==> config.mk <==
export PLATFORM = sky130hd
export DESIGN_NAME = sflash_cmd_seq
export DESIGN_NICKNAME = d
export VERILOG_FILES = /design/src/rtl/sfc_pkg.sv /design/src/rtl/sfc_lane_tx.sv /design/src/rtl/sfc_lane_rx.sv /design/src/rtl/sfc_seq_fsm.sv /design/src/rtl/sflash_cmd_seq.sv
export SDC_FILE = /design/constraint.sdc
export NUM_CORES = 1
export LEC_CHECK = 0
export BUFFER_PORTS_ARGS = -buffer_cell sky130_fd_sc_hd__buf_4
export CAP_MARGIN = 30
export CORE_ASPECT_RATIO = 0.5
export CORE_UTILIZATION = 45
export DETAILED_ROUTE_END_ITERATION = 12
export GPL_ROUTABILITY_DRIVEN = 0
export PLACE_DENSITY = 0.72
export SYNTH_ARGS = -nofsm -noshare
export SYNTH_HDL_FRONTEND = slang
export SYNTH_SLANG_ARGS = --single-unit
==> constraint.sdc <==
create_clock -name clk -period 4.1 [get_ports clk]
set_input_delay 0.205 -clock clk [delete_from_list [all_inputs] [get_ports clk]]
set_output_delay 0.205 -clock clk [all_outputs]
set_load 0.02 [all_outputs]
==> src/rtl/sfc_pkg.sv <==
`timescale 1ns/1ps
// Package: shared types and constants of the serial flash command sequencer.
// Assumes lane codes are two bits wide and a byte is eight bits.
package sfc_pkg;

    typedef enum logic [1:0] {
        LANE_X1 = 2'd0,
        LANE_X2 = 2'd1,
        LANE_X4 = 2'd2,
        LANE_X8 = 2'd3
    } lane_e;

    typedef enum logic [3:0] {
        PH_IDLE,
        PH_WREN,
        PH_GAP,
        PH_INST,
        PH_ADDR,
        PH_MODE,
        PH_DUMMY,
        PH_WLOAD,
        PH_WDATA,
        PH_RDATA,
        PH_END
    } phase_e;

    localparam logic [7:0] OP_WREN      = 8'h06;
    localparam logic [7:0] OP_READ_DEF  = 8'h03;
    localparam logic [7:0] OP_WRITE_DEF = 8'h02;

    // Serial beats needed for one byte at a given lane width.
    function automatic logic [3:0] beats_per_byte(lane_e l);
        return 4'd8 >> l;
    endfunction

endpackage

==> src/rtl/sfc_lane_tx.sv <==
`timescale 1ns/1ps
// Lane serializer: picks the bit group of one byte for the current beat.
// Assumes beat_i is below beats_per_byte(lane_i). The group is MSB first, with the top lane holding the group MSB.
module sfc_lane_tx
    import sfc_pkg::*;
(
    input  logic [7:0] byte_i,
    input  logic [2:0] beat_i,
    input  lane_e      lane_i,
    output logic [7:0] dq_o,
    output logic [7:0] oe_o
);
    logic [7:0] shifted;

    // Shift the byte so the current group sits at the top, then map it to lanes.
    always_comb begin
        dq_o    = '0;
        oe_o    = '0;
        shifted = '0;
        case (lane_i)
            LANE_X1: begin
                shifted = byte_i << beat_i;
                dq_o[0] = shifted[7];
                oe_o    = 8'h01;
            end
            LANE_X2: begin
                shifted   = byte_i << {beat_i[1:0], 1'b0};
                dq_o[1:0] = shifted[7:6];
                oe_o      = 8'h03;
            end
            LANE_X4: begin
                shifted   = byte_i << {beat_i[0], 2'b00};
                dq_o[3:0] = shifted[7:4];
                oe_o      = 8'h0F;
            end
            default: begin
                shifted = byte_i;
                dq_o    = shifted;
                oe_o    = 8'hFF;
            end
        endcase
    end
endmodule

==> src/rtl/sfc_lane_rx.sv <==
`timescale 1ns/1ps
// Lane deserializer: gathers read beats into a byte and strobes it out.
// Assumes first_i marks beat 0 of a byte and last_i its final beat. Single-lane input is taken from DQ1.
module sfc_lane_rx
    import sfc_pkg::*;
(
    input  logic       clk,
    input  logic       rst_n,
    input  logic       sample_i,
    input  logic       first_i,
    input  logic       last_i,
    input  lane_e      lane_i,
    input  logic [7:0] dq_i,
    output logic       valid_o,
    output logic [7:0] byte_o
);
    logic [7:0] acc;
    logic [7:0] base;
    logic [7:0] acc_nxt;

    // Append this beat's lanes below the bits gathered so far.
    always_comb begin
        base = first_i ? 8'h00 : acc;
        case (lane_i)
            LANE_X1: acc_nxt = {base[6:0], dq_i[1]};
            LANE_X2: acc_nxt = {base[5:0], dq_i[1:0]};
            LANE_X4: acc_nxt = {base[3:0], dq_i[3:0]};
            default: acc_nxt = dq_i;
        endcase
    end

    // Hold the accumulator and register each completed byte.
    always_ff @(posedge clk) begin
        if (!rst_n) begin
            acc     <= '0;
            valid_o <= 1'b0;
            byte_o  <= '0;
        end else begin
            valid_o <= sample_i && last_i;
            if (sample_i) begin
                acc <= acc_nxt;
                if (last_i) begin
                    byte_o <= acc_nxt;
                end
            end
        end
    end
endmodule

==> src/rtl/sfc_seq_fsm.sv <==
`timescale 1ns/1ps
// Phase sequencer: captures a command at start and steps through its phases.
// Assumes one serial beat per cycle with sclk_o high. Outputs depend on the phase register only.
module sfc_seq_fsm
    import sfc_pkg::*;
#(
    parameter int ADDR_W  = 32,
    parameter int CNT_W   = 16,
    parameter int DUMMY_W = 5,
    localparam int ABYTES = ADDR_W / 8,
    localparam int ABW    = $clog2(ABYTES + 1)
) (
    input  logic               clk,
    input  logic               rst_n,
    input  logic               start,
    input  logic [7:0]         opcode,
    input  logic [1:0]         inst_lane,
    input  logic [1:0]         addr_lane,
    input  logic [1:0]         data_lane,
    input  logic [ABW-1:0]     addr_nbytes,
    input  logic [ADDR_W-1:0]  addr,
    input  logic               mode_en,
    input  logic [7:0]         mode_bits,
    input  logic [DUMMY_W-1:0] dummy_cycles,
    input  logic [CNT_W-1:0]   wr_count,
    input  logic [CNT_W-1:0]   rd_count,
    input  logic               auto_wren,
    input  logic               wr_valid,
    input  logic [7:0]         wr_data,
    output logic               wr_ready,
    output logic               idle,
    output logic               sclk_o,
    output logic               cs_n_o,
    output logic               drive_o,
    output logic               rd_sample_o,
    output logic [2:0]         beat_o,
    output logic               last_beat_o,
    output lane_e              lane_o,
    output logic [7:0]         tx_byte_o,
    output logic               done_o
);
    phase_e             ph;
    logic [7:0]         c_op;
    lane_e              c_il;
    lane_e              c_al;
    lane_e              c_dl;
    logic [ABW-1:0]     c_anb;
    logic [ADDR_W-1:0]  c_addr;
    logic               c_men;
    logic [7:0]         c_mbits;
    logic [DUMMY_W-1:0] c_dcyc;
    logic [CNT_W-1:0]   c_wcnt;
    logic [CNT_W-1:0]   c_rcnt;
    logic [2:0]         beat;
    logic [CNT_W-1:0]   bcnt;
    logic [DUMMY_W-1:0] dcnt;
    logic [7:0]         wbuf;

    lane_e              cur_lane;
    logic               last_beat;
    logic               shifting;
    logic [ABW-1:0]     aidx;
    phase_e             ph_data;
    phase_e             ph_after_mode;
    phase_e             ph_after_addr;
    phase_e             ph_after_inst;

    // Lane setting of the phase in progress.
    always_comb begin
        case (ph)
            PH_WREN, PH_INST: cur_lane = c_il;
            PH_ADDR, PH_MODE: cur_lane = c_al;
            default:          cur_lane = c_dl;
        endcase
    end

    // Beat bookkeeping and the byte offered to the serializer.
    always_comb begin
        last_beat = ({1'b0, beat} == (beats_per_byte(cur_lane) - 4'd1));
        aidx      = c_anb - ABW'(1) - bcnt[ABW-1:0];
        case (ph)
            PH_WREN:  tx_byte_o = OP_WREN;
            PH_INST:  tx_byte_o = c_op;
            PH_ADDR:  tx_byte_o = 8'(c_addr >> {aidx, 3'b000});
            PH_MODE:  tx_byte_o = c_mbits;
            PH_WDATA: tx_byte_o = wbuf;
            default:  tx_byte_o = 8'h00;
        endcase
    end

    // Successor phases; a zero count skips its phase.
    always_comb begin
        if (c_wcnt != '0)      ph_data = PH_WLOAD;
        else if (c_rcnt != '0) ph_data = PH_RDATA;
        else                   ph_data = PH_END;
        ph_after_mode = (c_dcyc != '0) ? PH_DUMMY : ph_data;
        ph_after_addr = c_men ? PH_MODE : ph_after_mode;
        ph_after_inst = (c_anb != '0) ? PH_ADDR : ph_after_addr;
    end

    // Moore outputs decoded from the phase register.
    always_comb begin
        shifting    = (ph == PH_WREN) || (ph == PH_INST) || (ph == PH_ADDR) ||
                      (ph == PH_MODE) || (ph == PH_WDATA) || (ph == PH_RDATA);
        drive_o     = shifting && (ph != PH_RDATA);
        sclk_o      = shifting || (ph == PH_DUMMY);
        cs_n_o      = (ph == PH_IDLE) || (ph == PH_GAP) || (ph == PH_END);
        rd_sample_o = (ph == PH_RDATA);
        done_o      = (ph == PH_END);
        wr_ready    = (ph == PH_WLOAD);
        idle        = (ph == PH_IDLE);
        beat_o      = beat;
        last_beat_o = last_beat;
        lane_o      = cur_lane;
    end

    // Phase register, command capture and counters.
    always_ff @(posedge clk) begin
        if (!rst_n) begin
            ph      <= PH_IDLE;
            c_op    <= '0;
            c_il    <= LANE_X1;
            c_al    <= LANE_X1;
            c_dl    <= LANE_X1;
            c_anb   <= '0;
            c_addr  <= '0;
            c_men   <= 1'b0;
            c_mbits <= '0;
            c_dcyc  <= '0;
            c_wcnt  <= '0;
            c_rcnt  <= '0;
            beat    <= '0;
            bcnt    <= '0;
            dcnt    <= '0;
            wbuf    <= '0;
        end else begin
            if (shifting) begin
                beat <= last_beat ? 3'd0 : beat + 3'd1;
            end
            dcnt <= (ph == PH_DUMMY) ? dcnt + DUMMY_W'(1) : '0;
            case (ph)
                PH_IDLE: begin
                    if (start) begin
                        c_op    <= opcode;
                        c_il    <= lane_e'(inst_lane);
                        c_al    <= lane_e'(addr_lane);
                        c_dl    <= lane_e'(data_lane);
                        c_anb   <= addr_nbytes;
                        c_addr  <= addr;
                        c_men   <= mode_en;
                        c_mbits <= mode_bits;
                        c_dcyc  <= dummy_cycles;
                        c_wcnt  <= wr_count;
                        c_rcnt  <= rd_count;
                        beat    <= '0;
                        bcnt    <= '0;
                        ph      <= (auto_wren && (wr_count != '0)) ? PH_WREN : PH_INST;
                    end
                end
                PH_WREN: if (last_beat) ph <= PH_GAP;
                PH_GAP:  ph <= PH_INST;
                PH_INST: if (last_beat) ph <= ph_after_inst;
                PH_ADDR: begin
                    if (last_beat) begin
                        if (bcnt == CNT_W'(c_anb) - CNT_W'(1)) begin
                            bcnt <= '0;
                            ph   <= ph_after_addr;
                        end else begin
                            bcnt <= bcnt + CNT_W'(1);
                        end
                    end
                end
                PH_MODE: if (last_beat) ph <= ph_after_mode;
                PH_DUMMY: begin
                    if (dcnt == c_dcyc - DUMMY_W'(1)) ph <= ph_data;
                end
                PH_WLOAD: begin
                    if (wr_valid) begin
                        wbuf <= wr_data;
                        ph   <= PH_WDATA;
                    end
                end
                PH_WDATA: begin
                    if (last_beat) begin
                        if (bcnt == c_wcnt - CNT_W'(1)) begin
                            bcnt <= '0;
                            ph   <= (c_rcnt != '0) ? PH_RDATA : PH_END;
                        end else begin
                            bcnt <= bcnt + CNT_W'(1);
                            ph   <= PH_WLOAD;
                        end
                    end
                end
                PH_RDATA: begin
                    if (last_beat) begin
                        if (bcnt == c_rcnt - CNT_W'(1)) begin
                            bcnt <= '0;
                            ph   <= PH_END;
                        end else begin
                            bcnt <= bcnt + CNT_W'(1);
                        end
                    end
                end
                default: ph <= PH_IDLE;
            endcase
        end
    end
endmodule

==> src/rtl/sflash_cmd_seq.sv <==
`timescale 1ns/1ps
// Top: serial flash command sequencer with per-phase lane widths.
// Assumes the serial clock divider and chip-select spacing live in a separate timing block.
module sflash_cmd_seq
    import sfc_pkg::*;
#(
    parameter int ADDR_W  = 32,
    parameter int CNT_W   = 16,
    parameter int DUMMY_W = 5,
    localparam int ABW    = $clog2(ADDR_W / 8 + 1)
) (
    input  logic               clk,
    input  logic               rst_n,
    input  logic               start,
    input  logic [7:0]         opcode,
    input  logic [1:0]         inst_lane,
    input  logic [1:0]         addr_lane,
    input  logic [1:0]         data_lane,
    input  logic [ABW-1:0]     addr_nbytes,
    input  logic [ADDR_W-1:0]  addr,
    input  logic               mode_en,
    input  logic [7:0]         mode_bits,
    input  logic [DUMMY_W-1:0] dummy_cycles,
    input  logic [CNT_W-1:0]   wr_count,
    input  logic [CNT_W-1:0]   rd_count,
    input  logic               auto_wren,
    output logic               idle,
    input  logic               wr_valid,
    input  logic [7:0]         wr_data,
    output logic               wr_ready,
    output logic               rd_valid,
    output logic [7:0]         rd_data,
    output logic               sclk_en,
    output logic               cs_n,
    output logic [7:0]         dq_out,
    output logic [7:0]         dq_oe,
    input  logic [7:0]         dq_in,
    output logic               done,
    output logic               irq,
    input  logic               irq_clr
);
    logic       drive;
    logic       rd_sample;
    logic [2:0] beat;
    logic       last_beat;
    lane_e      lane;
    logic [7:0] tx_byte;
    logic [7:0] tx_dq;
    logic [7:0] tx_oe;

    sfc_seq_fsm #(
        .ADDR_W  (ADDR_W),
        .CNT_W   (CNT_W),
        .DUMMY_W (DUMMY_W)
    ) u_fsm (
        .clk          (clk),
        .rst_n        (rst_n),
        .start        (start),
        .opcode       (opcode),
        .inst_lane    (inst_lane),
        .addr_lane    (addr_lane),
        .data_lane    (data_lane),
        .addr_nbytes  (addr_nbytes),
        .addr         (addr),
        .mode_en      (mode_en),
        .mode_bits    (mode_bits),
        .dummy_cycles (dummy_cycles),
        .wr_count     (wr_count),
        .rd_count     (rd_count),
        .auto_wren    (auto_wren),
        .wr_valid     (wr_valid),
        .wr_data      (wr_data),
        .wr_ready     (wr_ready),
        .idle         (idle),
        .sclk_o       (sclk_en),
        .cs_n_o       (cs_n),
        .drive_o      (drive),
        .rd_sample_o  (rd_sample),
        .beat_o       (beat),
        .last_beat_o  (last_beat),
        .lane_o       (lane),
        .tx_byte_o    (tx_byte),
        .done_o       (done)
    );

    sfc_lane_tx u_tx (
        .byte_i (tx_byte),
        .beat_i (beat),
        .lane_i (lane),
        .dq_o   (tx_dq),
        .oe_o   (tx_oe)
    );

    sfc_lane_rx u_rx (
        .clk      (clk),
        .rst_n    (rst_n),
        .sample_i (rd_sample),
        .first_i  (beat == 3'd0),
        .last_i   (last_beat),
        .lane_i   (lane),
        .dq_i     (dq_in),
        .valid_o  (rd_valid),
        .byte_o   (rd_data)
    );

    // Lines are driven only in phases where the block owns them.
    always_comb begin
        dq_out = drive ? tx_dq : 8'h00;
        dq_oe  = drive ? tx_oe : 8'h00;
    end

    // Sticky completion flag; a new done wins over a clear.
    always_ff @(posedge clk) begin
        if (!rst_n) begin
            irq <= 1'b0;
        end else begin
            irq <= done || (irq && !irq_clr);
        end
    end
endmodule

==> results, run 1 <==
- After layout, the design draws a total of 0.00585 W.
- After synthesis, the cell types taking the most area are dfxtp_1, nand2_1, a21oi_1, xnor2_1, nor2_1.
- The smallest hold slack is 32.2 ps.
- The via count of the first global-routing pass is 7981.
- The count of unresolved DRC violations after routing is 0.
- The clock tree skew after final layout is 16.5 ps.
- The hold buffer count at CTS is 0.
- The wire length per cell is 16.6 um.
- Setup violations remaining at the end of the flow were counted as 0.
- The leakage component of the power is 3.93 nW.
- The initial core utilization is 47.2%.
- The number of antenna violations at the first check in global routing came to 0.
- The library cell with the highest instance count after synthesis is nand2_1.
- The share of the synthesized area in the top cell type is 35.2%.
- The combinational cell fraction of total power is 41.3%.
- Sequential cells account for 32.1% of the total power.
- The number of antenna repair diodes is 0.
- The tree built by TritonCTS fans out to 148 sinks.
- The layout-stage area growth over the synthesis result is 21.0%.
- The count of buffers inserted at the top-level ports is 147.
- The routed design could run at a clock period as short as 3860 ps.
- The count of state elements after synthesis is 148.
- The transition time at the pin with the least slew margin is 957 ps.
- The worst-path maximum fanout is 8.
- The number of distinct standard cells referenced by the synthesized netlist is 83.
- The synthesized netlist net count is 1245.
- Global routing consumed, over all layers together, 25.3% of the routing resources.
- The path category of the worst min-delay check is input port to flop.
- The post-layout utilization of the core is 57.1%.
- Data on the critical path is required at its endpoint by 3890 ps.
- The total count of hold-check failures in the final report is 0.
- STA classifies the critical path startpoint as a flop.
- The proportion of register bits with asynchronous set or reset after synthesis is 0%.
- The post-route fraction of the period consumed by the critical path is 94.2%.
- The count of flip-flops with a built-in enable after synthesis is 0.
- The relative max-transition margin is 36.2%.
- The pin count of the biggest net entering global routing is 97.
- The share of power burned in the clock network is 26.7%.
- The number of maximum-capacitance violations is 0.
- The fill cell total of the finished layout is 1658.
- The number of I/O pins is 148.
- The number of nets with antenna violations after routing is 0.
- The floorplan has 34 rows.
- The via density per instance is 5.73.
- The cell area after technology mapping is 8410 um2.
- The leading area contributor after synthesis is dfxtp_1.
- The number of instances resized during post-cts repair is 0.
- The floorplan step defined a die boundary enclosing 19300 um2.
- The number of slew-limit violations in the final report came to 0.
- The finished layout holds 1459 standard cells, fillers aside.
- The Yosys step of the flow raised 0 warnings.
- For the worst-skew pair, the clock arrives at the later sink with an insertion delay of 420 ps.
- The die is 98.7 um tall.
- The worst ir drop on vdd is 0.376 mV.
- The first global-routing pass estimated 39400 um of wire.
- The detailed placement HPWL is 18000 um.
- By startpoint and endpoint, the worst setup path is classified as flop to primary output.
- For the worst setup path, the data arrival time is 3660 ps.
- For this design the ratio of total power to cell area is 574 nW/um2.
- Among all flip-flop cells after synthesis, the most frequent one is dfxtp_1.
- Setup total negative slack on the finished layout was measured at 0 ps.
- After the last flow step, the layout net total stands at 1341.
- The core region is 17800 um2.
- The commonest cells after synthesis are nand2_1, dfxtp_1, a21oi_1.
- The synthesized netlist cell count is 1116.
- The maximum clock insertion buffer count is 2.
- Static timing analysis puts the maximum clock frequency at 0.259 GHz.
- Setup repair after global routing left no endpoint under its margin.
- The share of post-route cells with drive strength above 1 is 19.3%.
- The internal power is 0.00348 W.
- The post-synthesis average cell area is 7.54 um2.
- The die extent in x is 195 um.
- The maximum level of the CTS H-tree is 4.
- TritonCTS built the clock tree.
- The post-CTS setup buffer count is 0.
- Across all layers, the routed design uses 8366 vias.
- The net switching fraction of the power is 40.6%.
- The total overflow left after global routing is 0.
- STA classifies the critical path endpoint as a primary output.
- Wires add up to 24200 um.
- Summing the sequential cell areas from Yosys gives 35.2% of the chip area.
- The tree is rooted in a clkbuf_16.
- In this run the power spent charging and discharging nets is 0.00237 W.
- The total clock buffers created by CTS is 17.
- After the first detailed-routing iteration, the DRC count stood at 900.
- Counting tap cells, the placed design contains a total of 1426 instances.
- The run finished with clean final reports.
- The iteration count of the initial detailed-routing pass is 6.
- The CTS clock-pin slew for the worst setup and hold paths is 70 ps.
-- path summary, 6_finish.rpt --
kind / from / end / slack [ps] / cells past startpoint
setup / recovery: u_fsm.bcnt[0]$_SDFFE_PN0P_ / dq_out[0] / 240 / 11
hold / removal: addr[11] / u_fsm.c_addr[11]$_SDFFE_PN0P_ / 30 / 3
setup reg to reg: u_fsm.ph[0]$_SDFFE_PN0P_ / u_fsm.ph[1]$_SDFFE_PN0P_ / 470 / 12
hold reg to reg: u_fsm.c_op[2]$_SDFFE_PN0P_ / u_fsm.c_op[2]$_SDFFE_PN0P_ / 460 / 2
-- stage by stage --
stage	worst slack, ps	instance area, um2
final	237	10200
after global routing	62.3	10200
after CTS	68.0	10100
after detailed placement	519	9560
after global placement	588	9560
after floorplan	597	8410
-- layer usage --
metal	GRT usage, %	vias up	share of wire, %
met4	8.54	0	2.0
li1	-	4077	-
met1	33.8	3923	46
met2	41.9	321	46
met5	0	-	0
met3	4.00	45	5.9
-- power groups by stage --
stage / clock, W / sequential [W] / combinational, W
2_1_floorplan: 0 / 0.00179 / 0.00183
5_1_grt: 0.00164 / 0.00191 / 0.00265
3_3_place_gp: 0 / 0.00189 / 0.00231
3_5_place_dp: 0 / 0.00190 / 0.00237
6_report: 0.00156 / 0.00187 / 0.00241
4_1_cts: 0.00157 / 0.00187 / 0.00238
-- cells in the final DEF (no fill, tap or decap), types with 6 or more instances in the layout --
cell type | synthesis | final
a211oi_1 | 18 | 18
or3_1 | 8 | 8
a211o_1 | 6 | 6
nor3b_1 | 6 | 6
nor2_1 | 76 | 76
clkbuf_16 | 0 | 17
o31ai_1 | 6 | 6
nor4_1 | 17 | 17
a31oi_1 | 8 | 8
nand2b_1 | 12 | 12
a22oi_1 | 9 | 9
nand2_1 | 265 | 264
mux2i_1 | 7 | 7
o21ai_0 | 22 | 22
and3_1 | 7 | 7
ha_1 | 11 | 11
xor2_1 | 22 | 22
a21o_1 | 6 | 6
nand3_1 | 31 | 31
xnor2_1 | 36 | 36
mux4_2 | 10 | 10
inv_1 | 24 | 24
buf_4 | 7 | 164
dfxtp_1 | 148 | 148
nor3_1 | 25 | 25
a21oi_1 | 139 | 139
nand4_1 | 7 | 7
-- kinds of logic after synthesis --
| kind of cell | share of synthesized area, % |
|---|---|
| AOI/OAI and AO/OA | 20.3 |
| xor gates and xnor gates | 6.04 |
| adders and majority gates | 1.87 |
| buffers and inverters | 5.89 |
| DFF | 35.2 |
| muxes | 3.64 |
| and+or+nand+nor | 27.0 |
-- critical path, stage by stage (launching register included) --
cell and delay [ps]:
dfxtp_1 480, inv_1 120, ha_1 230, fa_2 680
mux4_2 370, a221oi_2 390, nor2_1 90, a211o_1 290
a21oi_1 150, a2bb2oi_1 170, o22ai_1 120, buf_4 170
-- state kept, by name, indices dropped and copies added, names as in the netlist --
register,count
u_rx.valid_o,1
u_fsm.c_dl,2
u_rx.byte_o,8
u_fsm.c_men,1
u_fsm.dcnt,5
u_fsm.c_wcnt,16
u_fsm.wbuf,8
u_rx.acc,7
u_fsm.c_il,2
u_fsm.c_op,8
u_fsm.c_rcnt,16
irq,1
u_fsm.c_addr,32
u_fsm.c_anb,3
u_fsm.c_mbits,8
u_fsm.bcnt,16
u_fsm.ph,4
u_fsm.beat_o,3
u_fsm.c_dcyc,5
u_fsm.c_al,2
-- area by class of cell --
| cell class | instances | area (um2) | share of cell area [%] |
|---|---|---|---|
| Multi-Input combinational cell | 853 | 4990 | 49.0 |
| Sequential cell | 148 | 2960 | 29.1 |
| Timing Repair Buffer | 165 | 1250 | 12.3 |
| Clock buffer | 18 | 429 | 4.22 |
| Tap cell | 234 | 293 | 2.88 |
| Clock inverter | 14 | 156 | 1.54 |
| Inverter | 27 | 103 | 1.01 |
Power figures use the tool's default switching activity.
==> run 2, diff against run 1 <==
Settings changed: CAP_MARGIN 30 to unset, CORE_UTILIZATION 45 to 40, GPL_ROUTABILITY_DRIVEN 0 to unset, PLACE_DENSITY 0.72 to 0.66.
==> run 2 against run 1 <==
Effect of this change:
- the flow now finishes with violations (DRC)
- non-clock buffer count up 10
- utilization down 6.7 points
- die area up 12%
- final cell count up 3.4%
- sequential power about the same
- critical path depth unchanged
- largest cell class unchanged
==> results, run 2 (same netlist as run 1, synthesis figures left out) <==
- The layout-stage area growth over the synthesis result is 23.4% (was 21.0%).
- The number of slew-limit violations in the final report came to 0 (unchanged).
- The total via count after detailed routing was 8267 (was 8366).
- The share of post-route cells with drive strength above 1 is 19.2% (was 19.3%).
- The post-CTS setup buffer count is 0 (unchanged).
- The post-route fraction of the period consumed by the critical path is 96.3% (was 94.2%).
- The via density per instance is 5.48 (was 5.73).
- The number of antenna repair diodes is 0 (unchanged).
- The most common cell after layout, fill and taps aside is nand2_1 (unchanged).
- The met2 demand-to-capacity share in global routing is 36.4% (was 41.9%).
- The total clock buffers created by CTS was 17 (unchanged).
- The number of antenna violations at the first check in global routing is 0 (unchanged).
- The clock insertion delay at the later pin of the skew report is 440 ps (was 420 ps).
- The sum of overflow across all layers after global routing came to 0 (unchanged).
- The register with the highest flop count was u_fsm.c_addr (unchanged).
- The number of maximum-capacitance violations is 0 (unchanged).
- The detailed placement HPWL came to 17900 um (was 18000 um).
- The maximum level of the CTS H-tree is 4 (unchanged).
- The final wirelength came to 24200 um (about the same).
- The register-to-register path setup slack is 480 ps (was 470 ps).
- The initial core utilization came to 40.8% (was 47.2%).
- The checks that failed: DRC.
- The busiest metal layer after global routing is met2 (unchanged).
- The count of endpoints failing setup in the final report was 0 (unchanged).
- The final critical delay including setup and external delays is 3950 ps (was 3860 ps).
- The leakage component of the power is 3.99 nW (was 3.93 nW).
- The clock root buffer is clkbuf_16 (unchanged).
- The maximum clock insertion buffer count is 2 (unchanged).
- The total count of hold-check failures in the final report is 0 (unchanged).
- The count of buffers inserted at the top-level ports is 147 (unchanged).
- The final net count was 1351 (was 1341).
- The endpoint required time on the critical path is 3890 ps (about the same).
- The global-route total usage across every layer is 22.7% (was 25.3%).
- The clock tree skew after final layout is 8.45 ps (was 16.5 ps).
- The die extent in x is 207 um (was 195 um).
- The filler-free cell count of the finished design is 1508 (was 1459).
- The count of unresolved DRC violations after routing was 2 (was 0).
- The CTS clock-pin slew for the worst setup and hold paths was 70 ps (about the same).
- Result of the run: finished with violations (was finished clean).
- The fraction of met1 tracks used by global routing is 29.7% (was 33.8%).
- The number of I/O pins is 148 (unchanged).
- The clock tree from TritonCTS was built (unchanged).
- The startpoint of the worst-slack reg-to-reg timing path is u_fsm.ph[1]$_SDFFE_PN0P_ (was u_fsm.ph[0]$_SDFFE_PN0P_).
- The total die area is 21700 um2 (was 19300 um2).
- The final total negative setup slack is 0 ps (unchanged).
- The wire length per cell is 16.1 um (was 16.6 um).
- The relative max-transition margin is 34.9% (was 36.2%).
- The total number of placement rows is 37 (was 34).
- The category of the worst setup path capture point is a primary output (unchanged).
- The core outline area was 20600 um2 (was 17800 um2).
- The timing startpoint of the critical path is u_fsm.bcnt[0]$_SDFFE_PN0P_ (unchanged).
- The launch point of the worst hold path is addr[13] (was addr[11]).
- The worst path arrival time is 3740 ps (was 3660 ps).
- The transition time at the pin with the least slew margin is 977 ps (was 957 ps).
- The iteration count of the initial detailed-routing pass is 9 (was 6).
- The weighted congestion reported at the end of routability-driven placement is 0.924.
- The overall power after layout was 0.00598 W (was 0.00585 W).
- The initial DRC count is 695 (was 900).
- The number of cells in the design after placement was 1465 (was 1426).
- The first-pass GRT wire length was 39500 um (was 39400 um).
- The worst-path maximum fanout is 8 (unchanged).
- The via count of the first global-routing pass came to 8007 (was 7981).
- The number of clock sinks is 148 (unchanged).
- The capture instance of the worst register-to-register path is u_fsm.ph[1]$_SDFFE_PN0P_ (unchanged).
- The worst path setup slack after routing was 151 ps (was 237 ps).
- Commonest non-fill, non-tap cells in the layout: nand2_1, buf_4, dfxtp_1 (unchanged).
- The path category of the worst min-delay check is input port to flop (unchanged).
- The number of nets with antenna violations after routing is 0 (unchanged).
- The highest attainable clock frequency came to 0.253 GHz (was 0.259 GHz).
- The number of cells on the worst reg-to-reg path was 12 (unchanged).
- The flip-flop count of the largest register, all copies and words added was 32 (unchanged).
- The worst ir drop on vdd came to 0.394 mV (was 0.376 mV).
- The pin count of the biggest net entering global routing is 97 (unchanged).
- The global-route met3 utilization is 4.78% (was 4.00%).
- The worst hold path endpoint is u_fsm.c_addr[13]$_SDFFE_PN0P_ (was u_fsm.c_addr[11]$_SDFFE_PN0P_).
- The worst slack after detailed placement is 405 ps (was 519 ps).
- The critical path startpoint category is a flop (unchanged).
- The worst setup path category is flop to primary output (unchanged).
- The number of stages on the worst hold path came to 3 (unchanged).
- The height of the chip is 105 um (was 98.7 um).
- The power density over the cells is 576 nW/um2 (was 574 nW/um2).
- Unrepaired setup endpoints after global routing: no (unchanged).
run 2: worst max-delay path by stage:
stage          slack, ps                          end  cells after the start
2_1_floorplan        600  u_fsm.bcnt[10]$_SDFFE_PN0P_                     16
3_3_place_gp         480                    dq_out[0]                     10
3_5_place_dp         400   u_fsm.bcnt[1]$_SDFFE_PN0P_                     13
4_1_cts               50                    dq_out[0]                     10
5_1_grt               10                    dq_out[0]                     11
6_report             150                    dq_out[0]                     11
run 2: stage by stage:
step / util [%] / hold slack, ps / area [um2]
floorplan: - / 341 / 8410
global route: 50.4 / 4.24 / 10400
finish: 50.4 / 9.11 / 10400
global placement: 46.6 / 442 / 9610
detailed placement: 46.6 / 448 / 9610
CTS: 50.2 / 0.0730 / 10400
run 2: repair_timing:
item / 4_1_cts / 5_1_grt
setup endpoints to repair: 1 / 3
hold buffers: 11 / 0
gates resized for setup: 1 / 6
endpoints found under the hold margin: 11 / 0
run 2: worst max-delay path, cell delays in order (launching register included):
cell and delay, ps:
dfxtp_1 480, inv_1 130, ha_2 210, fa_2 720, mux4_2 380, a221oi_2 430
nor2_1 70, a211o_1 270, a21oi_1 120, a2bb2oi_1 180, o22ai_1 140, buf_4 180
run 2: power breakdown:
group / leakage (nW) / switching [W] / internal, W
Sequential: 1.20 / 0.000216 / 0.00164
Clock: 0.308 / 0.000705 / 0.000987
Combinational: 2.48 / 0.00146 / 0.000972
Total: 3.99 / 0.00238 / 0.00360
run 2: layout make-up:
class	instances	area (um2)
fill	1931	10200
tap	273	342
sequential	148	2960
inverter	27	103
timing repair buffer	175	1350
clock inverter	15	204
multi-input combinational	853	4990
clock buffer	17	425
run 2: routing by layer:
metal | part of all wire [%] | wire length [um]
met1 | 47 | 11300
met2 | 46 | 11100
met3 | 4.9 | 1190
met4 | 2.7 | 664
met5 | 0 | 0
==> run 3, diff against run 2 <==
Clock period 4.1 ns to 4.3 ns, I/O delays scaled along.
==> run 3 against run 2 <==
Effect of this change:
- the run now ends clean
- power down 6.1%
- design area down 1.4%
- setup slack improved by 150 ps
- first-iteration DRC count shrank 28%
- via count fell by 0.17%
- highest routed layer unchanged
==> results, run 3 (same netlist as run 1, synthesis figures left out) <==
- Result of the run: finished clean (was finished with violations).
- The total count of hold-check failures in the final report is 0 (unchanged).
- The core outline area is 20600 um2 (unchanged).
- The number of clock sinks came to 148 (unchanged).
- The detailed placement HPWL is 18200 um (was 17900 um).
- Unrepaired setup endpoints after global routing: no (unchanged).
- The final net count is 1341 (was 1351).
- The number of maximum-capacitance violations is 0 (unchanged).
- The final wirelength was 24100 um (was 24200 um).
- The layout-stage area growth over the synthesis result was 21.6% (was 23.4%).
- The sum of overflow across all layers after global routing came to 0 (unchanged).
- The standard cell with the maximum stage delay on the critical path is ha_1 (was fa_2).
- The final critical delay including setup and external delays is 4000 ps.
- The path category of the worst min-delay check was input port to flop (unchanged).
- The worst setup path category is flop to primary output (unchanged).
- The final total negative setup slack came to 0 ps (unchanged).
- The count of endpoints failing setup in the final report came to 0 (unchanged).
- The global-route total usage across every layer was 22.3% (was 22.7%).
- The number of nets with antenna violations after routing came to 0 (unchanged).
- The fill cell total of the finished layout is 1989 (was 1931).
- CP Cell Sequence: inv_1, ha_1, mux4_2, a221oi_1, nor2_1, a211o_1, a21oi_1, a2bb2oi_1, o22ai_1, buf_4 (was inv_1, ha_2, fa_2, mux4_2, a221oi_2, nor2_1, a211o_1, a21oi_1, a2bb2oi_1, o22ai_1, buf_4).
- The most common cell after layout, fill and taps aside was nand2_1 (unchanged).
- The total die area came to 21700 um2 (unchanged).
- The overall power after layout is 0.00561 W (was 0.00598 W).
- The number of slew-limit violations in the final report was 0 (unchanged).
- The clock insertion delay at the later pin of the skew report came to 430 ps (was 440 ps).
- The worst stage delay on the critical path was 670 ps (was 720 ps).
- The clock tree skew after final layout is 13.6 ps (was 8.45 ps).
- The height of the chip was 105 um (unchanged).
- The total number of placement rows is 37 (unchanged).
- The worst path buffer plus inverter count is 2 (unchanged).
- The maximum clock insertion buffer count is 2 (unchanged).
- The relative max-transition margin is 43.4% (was 34.9%).
- The sequential cell area is 2960 um2 (unchanged).
- The number of I/O pins was 148 (unchanged).
- For this run, the top clock speed supported by timing is 0.250 GHz.
- The number of antenna violations at the first check in global routing was 0 (unchanged).
- The worst ir drop on vdd is 0.341 mV (was 0.394 mV).
- The via count of the first global-routing pass is 7662 (was 8007).
- The share of post-route cells with drive strength above 1 is 19.0% (was 19.2%).
- The number of cells in the design after placement is 1466 (was 1465).
- The total via count after detailed routing is 8253 (was 8267).
- The pin count of the biggest net entering global routing is 84 (was 97).
- The endpoint required time on the critical path is 4090 ps (was 3890 ps).
- The total clock buffers created by CTS is 17 (unchanged).
- The CTS clock-pin slew for the worst setup and hold paths was 80 ps (was 70 ps).
- The initial core utilization came to 40.8% (unchanged).
- The maximum level of the CTS H-tree is 4 (unchanged).
- The clock tree from TritonCTS is built (unchanged).
- The final critical path takes up 93.0% of the cycle.
- The register with the highest flop count is u_fsm.c_addr (unchanged).
- The die extent in x came to 207 um (unchanged).
- The flip-flop count of the largest register, all copies and words added is 32 (unchanged).
- The critical path startpoint category was a flop (unchanged).
- The number of cells on the worst reg-to-reg path is 13 (was 12).
- The initial DRC count is 500 (was 695).
- Commonest non-fill, non-tap cells in the layout: nand2_1, buf_4, dfxtp_1 (unchanged).
- The family with the most delay on the worst path is compound AO/OA/AOI/OAI gates (unchanged).
- The count of unresolved DRC violations after routing is 0 (was 2).
- The category of the worst setup path capture point was a primary output (unchanged).
- The leakage component of the power is 3.93 nW (was 3.99 nW).
- The number of stages on the worst hold path came to 3 (unchanged).
- The wire length per cell came to 16.1 um (about the same).
- The clock root buffer is clkbuf_16 (unchanged).
- The power density over the cells is 549 nW/um2 (was 576 nW/um2).
- The via density per instance is 5.51 (was 5.48).
- The transition time at the pin with the least slew margin is 849 ps (was 977 ps).
- The filler-free cell count of the finished design was 1498 (was 1508).
- The worst-path maximum fanout is 9 (was 8).
- The count of buffers inserted at the top-level ports was 147 (unchanged).
- The worst path arrival time is 3790 ps (was 3740 ps).
- The multi-input logic area is 4960 um2 (was 4990 um2).
- The weighted congestion reported at the end of routability-driven placement was 0.915 (was 0.924).
- The hold buffer count at CTS was 0 (was 11).
- The number of antenna repair diodes is 0 (unchanged).
- The iteration count of the initial detailed-routing pass is 7 (was 9).
- The first-pass GRT wire length is 39100 um (was 39500 um).
- The critical path depth is 10 (was 11).
[run 3: timing repair]
action,CTS,global route
hold endpoints to repair,0,0
resized for setup,0,1
setup buffers,0,0
endpoints found under the setup margin,0,2
[run 3: where the power goes]
part / leakage, nW / internal [W] / switching [W]
clock: 0.296 / 0.000838 / 0.000704
combinational: 2.43 / 0.000917 / 0.00139
sequential: 1.20 / 0.00156 / 0.000206
total: 3.93 / 0.00332 / 0.00230
[run 3: layout make-up]
cell class / instances / share of cell area, %
Multi-Input combinational cell: 853 / 48.5
Sequential cell: 148 / 29.0
Timing Repair Buffer: 165 / 12.2
Clock buffer: 17 / 4.16
Tap cell: 273 / 3.34
Clock inverter: 15 / 1.80
Inverter: 27 / 1.00
[run 3: per-layer routing]
layer	part of all wire [%]	vias up	wire length, um	GRT usage (%)
met4	1.4	0	335	6.72
met3	5.5	31	1330	3.61
met2	47	240	11300	36.5
met5	0	-	0	0
met1	46	3905	11200	30.3
li1	-	4077	-	-
[run 3: worst register-to-register path: stages, from the launching register on]
cell	delay [ps]
dfxtp_1	310
and2b_1	480
a31oi_4	150
nand2_1	290
nand2_1	180
ha_1	320
xnor2_1	400
nor2_1	80
a21oi_1	180
inv_1	70
a211oi_1	300
or3_1	370
or2_0	520
o22ai_1	170
[run 3: per-stage QoR]
step	instance area [um2]	hold WS, ps	util, %	setup slack [ps]
final	10200	22.2	49.7	299
after global routing	10200	28.3	49.7	44.4
after CTS	10200	16.9	49.6	182
after detailed placement	9620	449	46.7	414
after global placement	9620	443	46.7	582
after floorplan	8410	351	-	797
[run 3: path summary, 6_finish.rpt]
| kind | startpoint | end | slack (ps) |
|---|---|---|---|
| min | addr[8] | u_fsm.c_addr[8]$_SDFFE_PN0P_ | 20 |
| max | u_fsm.bcnt[0]$_SDFFE_PN0P_ | dq_out[0] | 300 |
| min reg2reg | u_fsm.c_addr[27]$_SDFFE_PN0P_ | u_fsm.c_addr[27]$_SDFFE_PN0P_ | 460 |
| max reg2reg | u_fsm.ph[1]$_SDFFE_PN0P_ | u_fsm.bcnt[1]$_SDFFE_PN0P_ | 340 |
